<file path="config.mk">
export PLATFORM = sky130hd
export DESIGN_NAME = sar_sequencer
export DESIGN_NICKNAME = d
export VERILOG_FILES = /design/src/rtl/sar_pkg.sv /design/src/rtl/sar_conv_edge.sv /design/src/rtl/sar_timer.sv /design/src/rtl/sar_approx.sv /design/src/rtl/sar_sequencer.sv
export SDC_FILE = /design/constraint.sdc
export NUM_CORES = 1
export LEC_CHECK = 0
export ABC_AREA = 1
export BUFFER_PORTS_ARGS = -buffer_cell sky130_fd_sc_hd__clkbuf_2
export CAP_MARGIN = 25
export CORE_UTILIZATION = 40
export DETAILED_ROUTE_END_ITERATION = 7
export SYNTH_ARGS = -nofsm -noshare
export SYNTH_HDL_FRONTEND = slang
export SYNTH_SLANG_ARGS = --single-unit
</file>
<file path="constraint.sdc">
create_clock -name clk -period 1.7 [get_ports clk]
set_clock_uncertainty 0.05 [all_clocks]
set_input_delay 0.34 -clock clk [delete_from_list [all_inputs] [get_ports clk]]
set_output_delay 0.34 -clock clk [all_outputs]
set_load 0.05 [all_outputs]
</file>
<file path="src/rtl/sar_pkg.sv">
package sar_pkg;

    typedef enum logic [1:0] {
        EDGE_NONE = 2'd0,
        EDGE_RISE = 2'd1,
        EDGE_FALL = 2'd2
    } conv_edge_e;

    // Per-cycle events of the conversion clock.
    typedef struct packed {
        logic mid;   // last high cycle of a period (decision point)
        logic wrap;  // last cycle of a period (next period begins)
    } sar_tick_t;

    function automatic logic [11:0] twos_view(input logic [11:0] code);
        return {~code[11], code[10:0]};
    endfunction

endpackage

</file>
<file path="src/rtl/sar_conv_edge.sv">
module sar_conv_edge
    import sar_pkg::*;
(
    input  logic       clk,
    input  logic       rst,
    input  logic       conv_in,
    output conv_edge_e edge_o
);
    logic conv_q;

    always_ff @(posedge clk) begin
        if (rst) conv_q <= 1'b0;
        else     conv_q <= conv_in;
    end

    always_comb begin
        if (conv_in && !conv_q)      edge_o = EDGE_RISE;
        else if (!conv_in && conv_q) edge_o = EDGE_FALL;
        else                         edge_o = EDGE_NONE;
    end
endmodule

</file>
<file path="src/rtl/sar_timer.sv">
module sar_timer
    import sar_pkg::*;
#(
    parameter int HALF_DIV = 4
) (
    input  logic      clk,
    input  logic      rst,
    input  logic      run,
    output sar_tick_t tick,
    output logic      sclk
);
    localparam int PERIOD = 2 * HALF_DIV;
    localparam int PW = (PERIOD > 1) ? $clog2(PERIOD) : 1;
    localparam logic [PW-1:0] PH_MID  = PW'(HALF_DIV - 1);
    localparam logic [PW-1:0] PH_LAST = PW'(PERIOD - 1);
    localparam logic [PW-1:0] PH_HALF = PW'(HALF_DIV);

    logic [PW-1:0] phase;

    always_ff @(posedge clk) begin
        if (rst || !run)          phase <= '0;
        else if (phase == PH_LAST) phase <= '0;
        else                       phase <= phase + 1'b1;
    end

    assign tick.mid  = run && (phase == PH_MID);
    assign tick.wrap = run && (phase == PH_LAST);
    assign sclk      = run && (phase < PH_HALF);

    // a decision point is always followed by a low clock half
    p_mid_then_low_r4: assert property (@(posedge clk) disable iff (rst)
        tick.mid |=> (!sclk || !run));
endmodule

</file>
<file path="src/rtl/sar_approx.sv">
module sar_approx
    import sar_pkg::*;
#(
    parameter int WIDTH = 12
) (
    input  logic             clk,
    input  logic             rst,
    input  logic             clear,
    input  logic             start,
    input  sar_tick_t        tick,
    input  logic             cmp_hi,
    input  logic             short_n,
    output logic [WIDTH-1:0] work_o,
    output logic             ser_o,
    output logic             done_o
);
    localparam int CW = $clog2(WIDTH + 1);
    localparam int IW = $clog2(WIDTH);
    localparam logic [WIDTH-1:0] MSB_ONLY = {1'b1, {(WIDTH-1){1'b0}}};
    localparam logic [CW-1:0]    PER_TOP  = CW'(WIDTH - 1);

    logic [WIDTH-1:0] work;
    logic [CW-1:0]    per;
    logic             last;
    logic             dec;
    logic             ser;
    logic [IW-1:0]    cur_idx;
    logic [IW-1:0]    nxt_idx;

    always_comb begin
        cur_idx = IW'(WIDTH - 1 - int'(per));
        nxt_idx = (cur_idx != '0) ? cur_idx - 1'b1 : '0;
    end

    always_ff @(posedge clk) begin
        if (rst) begin
            work <= '0;
            per  <= '0;
            last <= 1'b0;
            dec  <= 1'b0;
            ser  <= 1'b0;
        end else if (clear) begin
            work <= '0;
            per  <= '0;
            last <= 1'b0;
        end else if (start) begin
            work <= MSB_ONLY;
            per  <= '0;
            last <= 1'b0;
            dec  <= 1'b0;
            ser  <= 1'b0;
        end else begin
            if (tick.mid && !last) begin
                work[cur_idx] <= ~cmp_hi;
                dec           <= ~cmp_hi;
            end
            if (tick.wrap && !last) begin
                ser <= dec;
                if (per == PER_TOP || !short_n) begin
                    last <= 1'b1;
                end else begin
                    work[nxt_idx] <= 1'b1;
                    per           <= per + 1'b1;
                end
            end
        end
    end

    assign work_o = work;
    assign ser_o  = ser;
    assign done_o = tick.wrap && last;

    // serial output moves only at a period start or a conversion start
    p_ser_hold_r7: assert property (@(posedge clk) disable iff (rst)
        !(tick.wrap || start) |=> $stable(ser));

    // a decision never adds set bits to the working code
    p_decide_r5: assert property (@(posedge clk) disable iff (rst)
        (tick.mid && !last) |=> ($countones(work) <= $countones($past(work))));
endmodule

</file>
<file path="src/rtl/sar_sequencer.sv">
module sar_sequencer
    import sar_pkg::*;
#(
    parameter int WIDTH    = 12,
    parameter int HALF_DIV = 4
) (
    input  logic             clk,
    input  logic             rst,
    input  logic             conv_in,
    input  logic             cmp_hi,
    input  logic             short_n,
    output logic             busy,
    output logic             sclk_out,
    output logic [WIDTH-1:0] dac_code,
    output logic [WIDTH-1:0] result,
    output logic [WIDTH-1:0] result_2c,
    output logic             ser_out
);
    localparam logic [WIDTH-1:0] MSB_ONLY = {1'b1, {(WIDTH-1){1'b0}}};

    conv_edge_e       cedge;
    sar_tick_t        tick;
    logic             conv_rise;
    logic             conv_fall;
    logic             done;
    logic             busy_q;
    logic [WIDTH-1:0] work;
    logic [WIDTH-1:0] result_q;

    sar_conv_edge u_edge (
        .clk     (clk),
        .rst     (rst),
        .conv_in (conv_in),
        .edge_o  (cedge)
    );

    assign conv_rise = (cedge == EDGE_RISE);
    assign conv_fall = (cedge == EDGE_FALL);

    sar_timer #(.HALF_DIV(HALF_DIV)) u_timer (
        .clk  (clk),
        .rst  (rst),
        .run  (busy_q),
        .tick (tick),
        .sclk (sclk_out)
    );

    sar_approx #(.WIDTH(WIDTH)) u_approx (
        .clk     (clk),
        .rst     (rst),
        .clear   (conv_rise),
        .start   (conv_fall),
        .tick    (tick),
        .cmp_hi  (cmp_hi),
        .short_n (short_n),
        .work_o  (work),
        .ser_o   (ser_out),
        .done_o  (done)
    );

    always_ff @(posedge clk) begin
        if (rst) begin
            busy_q   <= 1'b0;
            result_q <= '0;
        end else if (conv_rise) begin
            busy_q <= 1'b0;
        end else if (conv_fall) begin
            busy_q <= 1'b1;
        end else if (done) begin
            busy_q   <= 1'b0;
            result_q <= work;
        end
    end

    assign busy     = busy_q;
    assign dac_code = work;
    assign result   = result_q;

    generate
        if (WIDTH == 12) begin : g_tc12
            assign result_2c = twos_view(result_q);
        end else begin : g_tcn
            assign result_2c = {~result_q[WIDTH-1], result_q[WIDTH-2:0]};
        end
    endgenerate

    // the stored result moves only on completion
    p_result_stable_r9: assert property (@(posedge clk) disable iff (rst)
        !done |=> $stable(result_q));

    // completion lands the working code and ends busy
    p_done_idle_r9: assert property (@(posedge clk) disable iff (rst)
        (done && !conv_rise) |=> (!busy_q && result_q == $past(work)));

    // a start loads the MSB trial and raises busy
    p_start_msb_r3: assert property (@(posedge clk) disable iff (rst)
        conv_fall |=> (busy_q && work == MSB_ONLY));

    // a rising convert edge clears and idles
    p_clear_r2: assert property (@(posedge clk) disable iff (rst)
        conv_rise |=> (work == '0 && !busy_q));
endmodule

</file>
==> report_table.html, run 1 <==
<table>
<tr><th>Metric</th><th>Value</th></tr>
<tr><th colspan="2">Global routing</th></tr>
<tr><td>Wire length of the first global-routing pass</td><td>7190 microns</td></tr>
<tr><td>Number of global-route vias before repair</td><td>1582</td></tr>
<tr><td>Largest net degree at the start of global routing</td><td>16</td></tr>
<tr><td>Overflow left after global routing</td><td>0</td></tr>
<tr><td>Total routing resource utilization after global routing</td><td>17.8%</td></tr>
<tr><td>Initial antenna violation count</td><td>0</td></tr>
<tr><th colspan="2">Critical path</th></tr>
<tr><td>Class of the most critical setup path</td><td>flop to flop</td></tr>
<tr><td>Critical path fanouts, max</td><td>5</td></tr>
<tr><td>Reg-to-Reg Start</td><td>u_timer.phase[0]</td></tr>
<tr><td>Critical path arrival</td><td>1.76 ns</td></tr>
<tr><td>Worst-case reg-to-reg path depth</td><td>8</td></tr>
<tr><td>Startpoint types</td><td>flop</td></tr>
<tr><td>Type of destination of the critical path</td><td>flop</td></tr>
<tr><td>Required time of the worst setup path</td><td>1.83 ns</td></tr>
<tr><td>Worst setup slack for register-to-register paths</td><td>0.07 ns</td></tr>
<tr><td>Worst r2r dst</td><td>u_approx.work_o[4]</td></tr>
<tr><th colspan="2">Detailed routing</th></tr>
<tr><td>DRC violations left</td><td>0</td></tr>
<tr><td>Post-DR wirelength/cell</td><td>11.5 microns</td></tr>
<tr><td>Per-cell via count in the routed design</td><td>4.67</td></tr>
<tr><td>First-pass iteration count of the detailed router</td><td>4</td></tr>
<tr><td>Number of nets still failing antenna checks after routing</td><td>0</td></tr>
<tr><td>Overall routed net length</td><td>4410 microns</td></tr>
<tr><td>Total number of vias</td><td>about 1800</td></tr>
<tr><td>Starting DRT DRC Count</td><td>133</td></tr>
<tr><th colspan="2">STA</th></tr>
<tr><td>Fraction of the cycle the final worst path needs</td><td>95.7%</td></tr>
<tr><td>Post-route minimum period</td><td>1.63 ns</td></tr>
<tr><td>Final Hold Fails</td><td>0</td></tr>
<tr><td>Headroom to the max-slew limit</td><td>68.2%</td></tr>
<tr><td>Setup-violating endpoint count in the final report</td><td>0</td></tr>
<tr><td>Achievable frequency</td><td>around 0.61 GHz</td></tr>
<tr><td>Max-slew violation count</td><td>0</td></tr>
<tr><td>Total Neg Setup Slack</td><td>0 ns</td></tr>
<tr><td>Slew @ Worst Pin</td><td>about 0.48 ns</td></tr>
<tr><td>RSZ-0062 raised after global routing</td><td>true</td></tr>
<tr><th colspan="2">Power and ir drop</th></tr>
<tr><td>Part of the power in the clock network</td><td>about 45%</td></tr>
<tr><td>Logic pwr share</td><td>roughly 4.3%</td></tr>
<tr><td>Internal Power</td><td>between 1000 and 1500 uW</td></tr>
<tr><td>Max VDD drop</td><td>a little over 0.3 mV</td></tr>
<tr><td>Power Density</td><td>693 nW/um^2</td></tr>
<tr><td>Switch Pwr</td><td>roughly 360 uW</td></tr>
<tr><td>Leakage power of the design</td><td>0.00106 uW</td></tr>
<tr><td>Sequential share of power</td><td>50.9%</td></tr>
<tr><td>Switching part of the total power</td><td>a little over a fifth</td></tr>
<tr><th colspan="2">Placed design</th></tr>
<tr><td>Post-DP HPWL</td><td>3340 microns</td></tr>
<tr><td>Port buffer count</td><td>43</td></tr>
<tr><td>DP Cell Count</td><td>374</td></tr>
<tr><td>Gpl congestion</td><td>0.791</td></tr>
<tr><th colspan="2">Hold path</th></tr>
<tr><td>Classification of the worst-slack hold path</td><td>primary input to flop</td></tr>
<tr><td>End point of the worst hold path</td><td>u_edge.conv_q</td></tr>
<tr><td>Startpoint of the most critical hold path</td><td>rst</td></tr>
<tr><td>Number of cells traversed by the worst hold path</td><td>2</td></tr>
<tr><th colspan="2">Synthesis</th></tr>
<tr><td>Area fraction in compound gates after synthesis</td><td>around an eighth</td></tr>
<tr><td>Main combinational cell family by area after synthesis</td><td>simple AND/OR/NAND/NOR gates</td></tr>
<tr><td>Area fraction in and, or, nand and nor cells after synthesis</td><td>28.2%</td></tr>
<tr><td>Synthesized area per cell</td><td>about 7.4 sq um</td></tr>
<tr><td>Synthesis warning total</td><td>0</td></tr>
<tr><td>Count of unique library cells instantiated by Yosys</td><td>25</td></tr>
<tr><td>Fraction of the yosys area taken by sequential cells</td><td>36.7%</td></tr>
<tr><td>Flip-flop and latch count after synthesis</td><td>36</td></tr>
<tr><td>XOR/XNOR Fraction of Synth Area</td><td>less than 1%</td></tr>
<tr><td>Number of instances in the synthesized netlist</td><td>267</td></tr>
<tr><td>Synth Net Count</td><td>287</td></tr>
<tr><td>Adder-Cell Fraction of Synth Area</td><td>9.55%</td></tr>
<tr><td>Mux cell area share after synthesis</td><td>0%</td></tr>
<tr><td>Synthesized area</td><td>just under 2000 sq um</td></tr>
<tr><th colspan="2">Clock tree</th></tr>
<tr><td>Clock sink count</td><td>36</td></tr>
<tr><td>CTS root buffer</td><td>clkbuf_8</td></tr>
<tr><td>CTS buffer count</td><td>5</td></tr>
<tr><td>Clock slew at reported path FFs</td><td>0.07 ns</td></tr>
<tr><td>Worst-case clock buffer depth</td><td>2</td></tr>
<tr><td>Clock H-tree levels</td><td>2</td></tr>
<tr><td>CTS Hold Bufs</td><td>0</td></tr>
<tr><td>Insertion delay to the later sink of the worst-skew pair</td><td>0.29 ns</td></tr>
<tr><td>CTS tree</td><td>done</td></tr>
<tr><th colspan="2">Floorplan</th></tr>
<tr><td>Effective utilization at floorplan</td><td>around two fifths</td></tr>
<tr><td>Die height</td><td>72.1 microns</td></tr>
<tr><td>Number of primary I/O pins</td><td>44</td></tr>
<tr><td>Die width</td><td>just over 70 microns</td></tr>
<tr><td>Placement row count</td><td>25</td></tr>
<tr><td>Total die area</td><td>~5200 sq um</td></tr>
<tr><td>Placeable core area</td><td>4720 sq um</td></tr>
<tr><th colspan="2">Finish</th></tr>
<tr><td>Number of diodes added for antenna fixing</td><td>0</td></tr>
<tr><td>Leading cell types in the layout, fill and taps excluded</td><td>nor2_1 (48), clkbuf_2 (43), dfxtp_1 (35)</td></tr>
<tr><td>Synth-to-layout area growth</td><td>22.5%</td></tr>
<tr><td>Non-filler instance count after layout</td><td>384</td></tr>
<tr><td>Commonest non-fill, non-tap cell in the layout</td><td>nor2_1</td></tr>
<tr><td>Nets</td><td>336</td></tr>
<tr><td>Multi-input combinational cell area</td><td>about 1100 sq um</td></tr>
<tr><td>Count of fill cells added during filler insertion</td><td>483</td></tr>
<tr><td>Storage cell area</td><td>722 sq um</td></tr>
<tr><td>Share of post-route cells with drive strength above 1</td><td>roughly 28%</td></tr>
<tr><th colspan="2">Run</th></tr>
<tr><td>Maximum Capacitance Violations</td><td>0</td></tr>
<tr><th colspan="2">Outcome</th></tr>
<tr><td>Status</td><td>complete, no violations</td></tr>
</table>
-- state kept, by name (all words and copies together), names as in the netlist --
signal           flops
result              12
u_approx.work_o     12
u_approx.per         4
u_timer.phase        3
busy                 1
u_approx.dec         1
u_approx.last        1
u_approx.ser_o       1
u_edge.conv_q        1
-- through the flow --
step                power, uW  worst slack, ns  hold slack, ns  utilization, %  area (sq um)
floorplan                 915           0.0518           0.349               -          1970
global placement          941           0.0966           0.355            47.6          2250
detailed placement        941           0.0461           0.375            47.6          2250
CTS                      1680           0.0257           0.216            49.9          2350
global route             1740          -0.0379           0.231            51.0          2410
finish                   1670           0.0729           0.220            51.0          2410
-- cells in the mapped netlist, drive strengths merged --
master / count / area [sq um]
nand4: 3 / 18.8
buf: 15 / 114
nor3: 1 / 5.00
dfxtp: 36 / 721
nand2: 24 / 103
and2: 7 / 43.8
inv: 32 / 120
a21boi: 1 / 7.51
xor2: 1 / 8.76
a21oi: 29 / 149
nor2: 57 / 246
clkbuf: 1 / 3.75
o21ai: 20 / 100
ha: 15 / 188
nand3: 25 / 138
-- routing by layer --
layer	vias to the layer above	wire [microns]	GRT usage [%]
met5	-	0	0
met4	0	74	7.19
met3	6	172	4.44
met2	45	1990	27.4
met1	796	2170	23.7
li1	945	-	-
-- power groups by stage --
stage                     Clock, uW  Combinational, uW  Sequential (uW)
after CTS                       762               72.7              849
after global routing            805               82.6              849
after global placement            0               73.0              868
final                           747               72.1              849
after detailed placement          0               72.5              868
after floorplan                   0               42.1              873
-- worst max-delay path by stage --
stage                           from                  to  slack, ns  cells past startpoint
global placement    u_timer.phase[0]  u_approx.work_o[1]        0.1                      8
floorplan                       busy            sclk_out       0.05                      2
global route        u_timer.phase[0]  u_approx.work_o[5]      -0.04                      8
CTS                 u_timer.phase[0]  u_approx.work_o[4]       0.03                      8
finish              u_timer.phase[0]  u_approx.work_o[4]       0.07                      8
detailed placement  u_timer.phase[0]  u_approx.work_o[4]       0.05                      8
-- area by class of cell --
cell class / instances / share of cell area, %
tap: 67 / 3.48
inverter: 32 / 5.09
sequential: 36 / 30.0
clock inverter: 2 / 1.46
multi-input combinational: 184 / 43.7
timing repair buffer: 57 / 13.3
clock buffer: 6 / 3.01
-- kinds of logic after synthesis --
logic type                 after synthesis
buffers and inverters                   48
AOI/OAI and AO/OA                       50
DFF                                     36
adders and majority gates               15
xor gates and xnor gates                 1
and+or+nand+nor                        117
-- repair_timing --
action | in CTS | in global routing
resized for setup | 0 | 14
endpoints found under the setup margin | 0 | 14
endpoints found under the hold margin | 0 | 0
setup buffers | 0 | 1
-- critical path, cell delays in order, from the launching register on --
cell	delay, ns
dfxtp_1	0.34
ha_2	0.19
ha_1	0.18
nand2_2	0.11
nor2_4	0.21
nand3_1	0.13
and2_1	0.16
nor2_1	0.09
a21oi_1	0.07
Note: power is estimated with default switching activity, not from simulation.
==> inputs of run 2 (changes only) <==
--- a/config.mk
+++ b/config.mk
@@ -10,6 +10,7 @@
 export CAP_MARGIN = 25
 export CORE_UTILIZATION = 40
 export DETAILED_ROUTE_END_ITERATION = 7
+export PLACE_DENSITY_LB_ADDON = 0.2
 export SYNTH_ARGS = -nofsm -noshare
 export SYNTH_HDL_FRONTEND = slang
 export SYNTH_SLANG_ARGS = --single-unit
==> report_table.html, run 2 (synthesis gave the netlist of run 1 again) <==
<table>
<tr><th>Metric</th><th>Value</th></tr>
<tr><th colspan="2">Floorplan</th></tr>
<tr><td>Die height</td><td>72.1 microns (unchanged)</td></tr>
<tr><td>Effective utilization at floorplan</td><td>41.6% (unchanged)</td></tr>
<tr><td>Number of primary I/O pins</td><td>44 (unchanged)</td></tr>
<tr><td>Placeable core area</td><td>4720 sq um (unchanged)</td></tr>
<tr><td>Die width</td><td>72.1 microns (unchanged)</td></tr>
<tr><td>Total die area</td><td>5200 sq um (unchanged)</td></tr>
<tr><td>Placement row count</td><td>25 (unchanged)</td></tr>
<tr><th colspan="2">Global routing</th></tr>
<tr><td>Wire length of the first global-routing pass</td><td>7410 microns (+3.1%)</td></tr>
<tr><td>Number of global-route vias before repair</td><td>1542 (-2.5%)</td></tr>
<tr><td>Initial antenna violation count</td><td>0 (unchanged)</td></tr>
<tr><td>Overflow left after global routing</td><td>0 (unchanged)</td></tr>
<tr><td>Total routing resource utilization after global routing</td><td>18.5% (+0.73 points)</td></tr>
<tr><td>Largest net degree at the start of global routing</td><td>16 (unchanged)</td></tr>
<tr><th colspan="2">Finish</th></tr>
<tr><td>Leading cell types in the layout, fill and taps excluded</td><td>nor2_1 (48), clkbuf_2 (43), dfxtp_1 (35)</td></tr>
<tr><td>Fin util</td><td>52.2% (+1.3 points)</td></tr>
<tr><td>Number of diodes added for antenna fixing</td><td>0 (unchanged)</td></tr>
<tr><td>Count of fill cells added during filler insertion</td><td>468 (-3.1%)</td></tr>
<tr><td>Nets</td><td>342 (+1.8%)</td></tr>
<tr><td>Share of post-route cells with drive strength above 1</td><td>30.7% (+2.6 points)</td></tr>
<tr><td>Commonest non-fill, non-tap cell in the layout</td><td>nor2_1</td></tr>
<tr><td>Synth-to-layout area growth</td><td>25.5%</td></tr>
<tr><th colspan="2">STA</th></tr>
<tr><td>Max-slew violation count</td><td>0 (unchanged)</td></tr>
<tr><td>Slew @ Worst Pin</td><td>0.452 ns (-0.0254 ns)</td></tr>
<tr><td>Setup-violating endpoint count in the final report</td><td>0 (unchanged)</td></tr>
<tr><td>RSZ-0062 raised after global routing</td><td>true</td></tr>
<tr><td>Achievable frequency</td><td>0.614 GHz (about the same)</td></tr>
<tr><td>Final Hold Fails</td><td>0 (unchanged)</td></tr>
<tr><td>Final critical-path setup slack</td><td>0.0720 ns (-0.000891 ns)</td></tr>
<tr><td>Fraction of the cycle the final worst path needs</td><td>95.8% (about the same)</td></tr>
<tr><td>Post-route minimum period</td><td>1.63 ns (+0.000891 ns)</td></tr>
<tr><td>Headroom to the max-slew limit</td><td>69.9% (+1.7 points)</td></tr>
<tr><th colspan="2">Power and ir drop</th></tr>
<tr><td>Part of the power in the clock network</td><td>45.1% (+0.3 points)</td></tr>
<tr><td>Internal Power</td><td>1300 uW (-0.12%)</td></tr>
<tr><td>Leakage power of the design</td><td>0.00109 uW (+2.2%)</td></tr>
<tr><td>Switching part of the total power</td><td>22.5% (+0.73 points)</td></tr>
<tr><td>Max VDD drop</td><td>0.398 mV (+28%)</td></tr>
<tr><td>Logic pwr share</td><td>4.4% (about the same)</td></tr>
<tr><td>Power Density</td><td>681 nW/um^2 (-1.6%)</td></tr>
<tr><td>Switch Pwr</td><td>379 uW (+4.2%)</td></tr>
<tr><td>Sequential share of power</td><td>50.5% (-0.4 points)</td></tr>
<tr><th colspan="2">Critical path</th></tr>
<tr><td>Required time of the worst setup path</td><td>1.84 ns (about the same)</td></tr>
<tr><td>Class of the most critical setup path</td><td>flop to flop</td></tr>
<tr><td>Critical path fanouts, max</td><td>8 (+3)</td></tr>
<tr><td>Reg-to-Reg Start</td><td>u_timer.phase[0]</td></tr>
<tr><td>Worst setup slack for register-to-register paths</td><td>0.07 ns (about the same)</td></tr>
<tr><td>Startpoint types</td><td>flop</td></tr>
<tr><td>End point of the critical path</td><td>u_approx.work_o[9]</td></tr>
<tr><td>Crit. Startpoint</td><td>u_timer.phase[0]</td></tr>
<tr><td>Critical path arrival</td><td>1.77 ns (about the same)</td></tr>
<tr><td>Worst r2r dst</td><td>u_approx.work_o[9]</td></tr>
<tr><td>Type of destination of the critical path</td><td>flop</td></tr>
<tr><td>Worst-case reg-to-reg path depth</td><td>8 (unchanged)</td></tr>
<tr><th colspan="2">Clock tree</th></tr>
<tr><td>Insertion delay to the later sink of the worst-skew pair</td><td>0.29 ns (about the same)</td></tr>
<tr><td>Clock H-tree levels</td><td>2 (unchanged)</td></tr>
<tr><td>CTS buffer count</td><td>5 (unchanged)</td></tr>
<tr><td>Worst-case clock buffer depth</td><td>2 (unchanged)</td></tr>
<tr><td>Clock sink count</td><td>36 (unchanged)</td></tr>
<tr><td>CTS tree</td><td>done</td></tr>
<tr><td>CTS root buffer</td><td>clkbuf_8</td></tr>
<tr><td>Clock slew at reported path FFs</td><td>0.08 ns (about the same)</td></tr>
<tr><td>CTS Hold Bufs</td><td>0 (unchanged)</td></tr>
<tr><th colspan="2">Placed design</th></tr>
<tr><td>Gpl congestion</td><td>0.801 (+1.3%)</td></tr>
<tr><td>Setup WS pre-CTS</td><td>0.0686 ns (+0.0226 ns)</td></tr>
<tr><td>Port buffer count</td><td>43 (unchanged)</td></tr>
<tr><td>Post-DP HPWL</td><td>3370 microns (+0.66%)</td></tr>
<tr><th colspan="2">Hold path</th></tr>
<tr><td>Classification of the worst-slack hold path</td><td>primary input to flop</td></tr>
<tr><td>Number of cells traversed by the worst hold path</td><td>2 (unchanged)</td></tr>
<tr><th colspan="2">Detailed routing</th></tr>
<tr><td>Per-cell via count in the routed design</td><td>4.58 (-1.9%)</td></tr>
<tr><td>Number of nets still failing antenna checks after routing</td><td>0 (unchanged)</td></tr>
<tr><td>DRC violations left</td><td>0 (unchanged)</td></tr>
<tr><td>Overall routed net length</td><td>4520 microns (+2.6%)</td></tr>
<tr><td>Total number of vias</td><td>1785 (-0.39%)</td></tr>
<tr><td>Post-DR wirelength/cell</td><td>11.6 microns (+1.1%)</td></tr>
<tr><td>First-pass iteration count of the detailed router</td><td>4 (unchanged)</td></tr>
<tr><td>Starting DRT DRC Count</td><td>106 (-20%)</td></tr>
<tr><th colspan="2">Outcome</th></tr>
<tr><td>Status</td><td>complete, no violations</td></tr>
<tr><th colspan="2">Run</th></tr>
<tr><td>Maximum Capacitance Violations</td><td>0 (unchanged)</td></tr>
</table>
## run 2: worst max-delay path: stages, from the launching register on
cell	delay, ns
dfxtp_2	0.33
ha_2	0.18
ha_2	0.18
nand2_2	0.10
nor2_4	0.23
buf_4	0.19
nor2_1	0.04
a21oi_1	0.13
a21oi_1	0.08
## run 2: power groups by stage
stage	Clock (uW)	Sequential, uW	Combinational [uW]
final	759	848	73.8
after global routing	820	849	83.6
after CTS	775	848	73.7
after detailed placement	0	868	73.7
after global placement	0	868	72.6
after floorplan	0	873	42.1
## run 2: worst min path at each step
stage	start	end	slack [ns]
6_report	rst	u_edge.conv_q	0.23
5_1_grt	rst	u_edge.conv_q	0.23
4_1_cts	rst	u_edge.conv_q	0.22
3_5_place_dp	u_timer.phase[0]	u_timer.phase[0]	0.37
3_3_place_gp	u_timer.phase[0]	u_timer.phase[0]	0.36
2_1_floorplan	u_timer.phase[0]	u_timer.phase[0]	0.35
## run 2: through the flow
step / instances / area (sq um) / hold slack (ns) / setup TNS, ns / total power [uW]
3_3_place_gp: 376 / 2260 / 0.356 / 0 / 941
4_1_cts: 384 / 2370 / 0.216 / 0 / 1700
5_1_grt: 390 / 2470 / 0.233 / -0.0967 / 1750
3_5_place_dp: 376 / 2260 / 0.371 / 0 / 942
2_1_floorplan: 267 / 1970 / 0.349 / 0 / 915
6_report: 390 / 2470 / 0.227 / 0 / 1680
## run 2: layout make-up
class                           instances  area, sq um  area share, %
Clock buffer                            5         68.8           2.79
Clock inverter                          3         42.5           1.72
Inverter                               32          123           4.97
Multi-Input combinational cell        185         1070           43.4
Sequential cell                        36          722           29.3
Tap cell                               67         83.8           3.40
Timing Repair Buffer                   62          358           14.5
## run 2: per-layer routing
layer / track usage, % / vias up / wire length (microns)
met5: 0 / - / 0
met4: 5.88 / 0 / 62
met3: 4.31 / 6 / 150
met2: 29.0 / 37 / 2030
met1: 25.1 / 777 / 2280
li1: - / 965 / -
## run 2: repair_timing
action                     4_1_cts  5_1_grt
resized for setup                0       17
setup endpoints to repair        0       16
setup buffers                    0        4
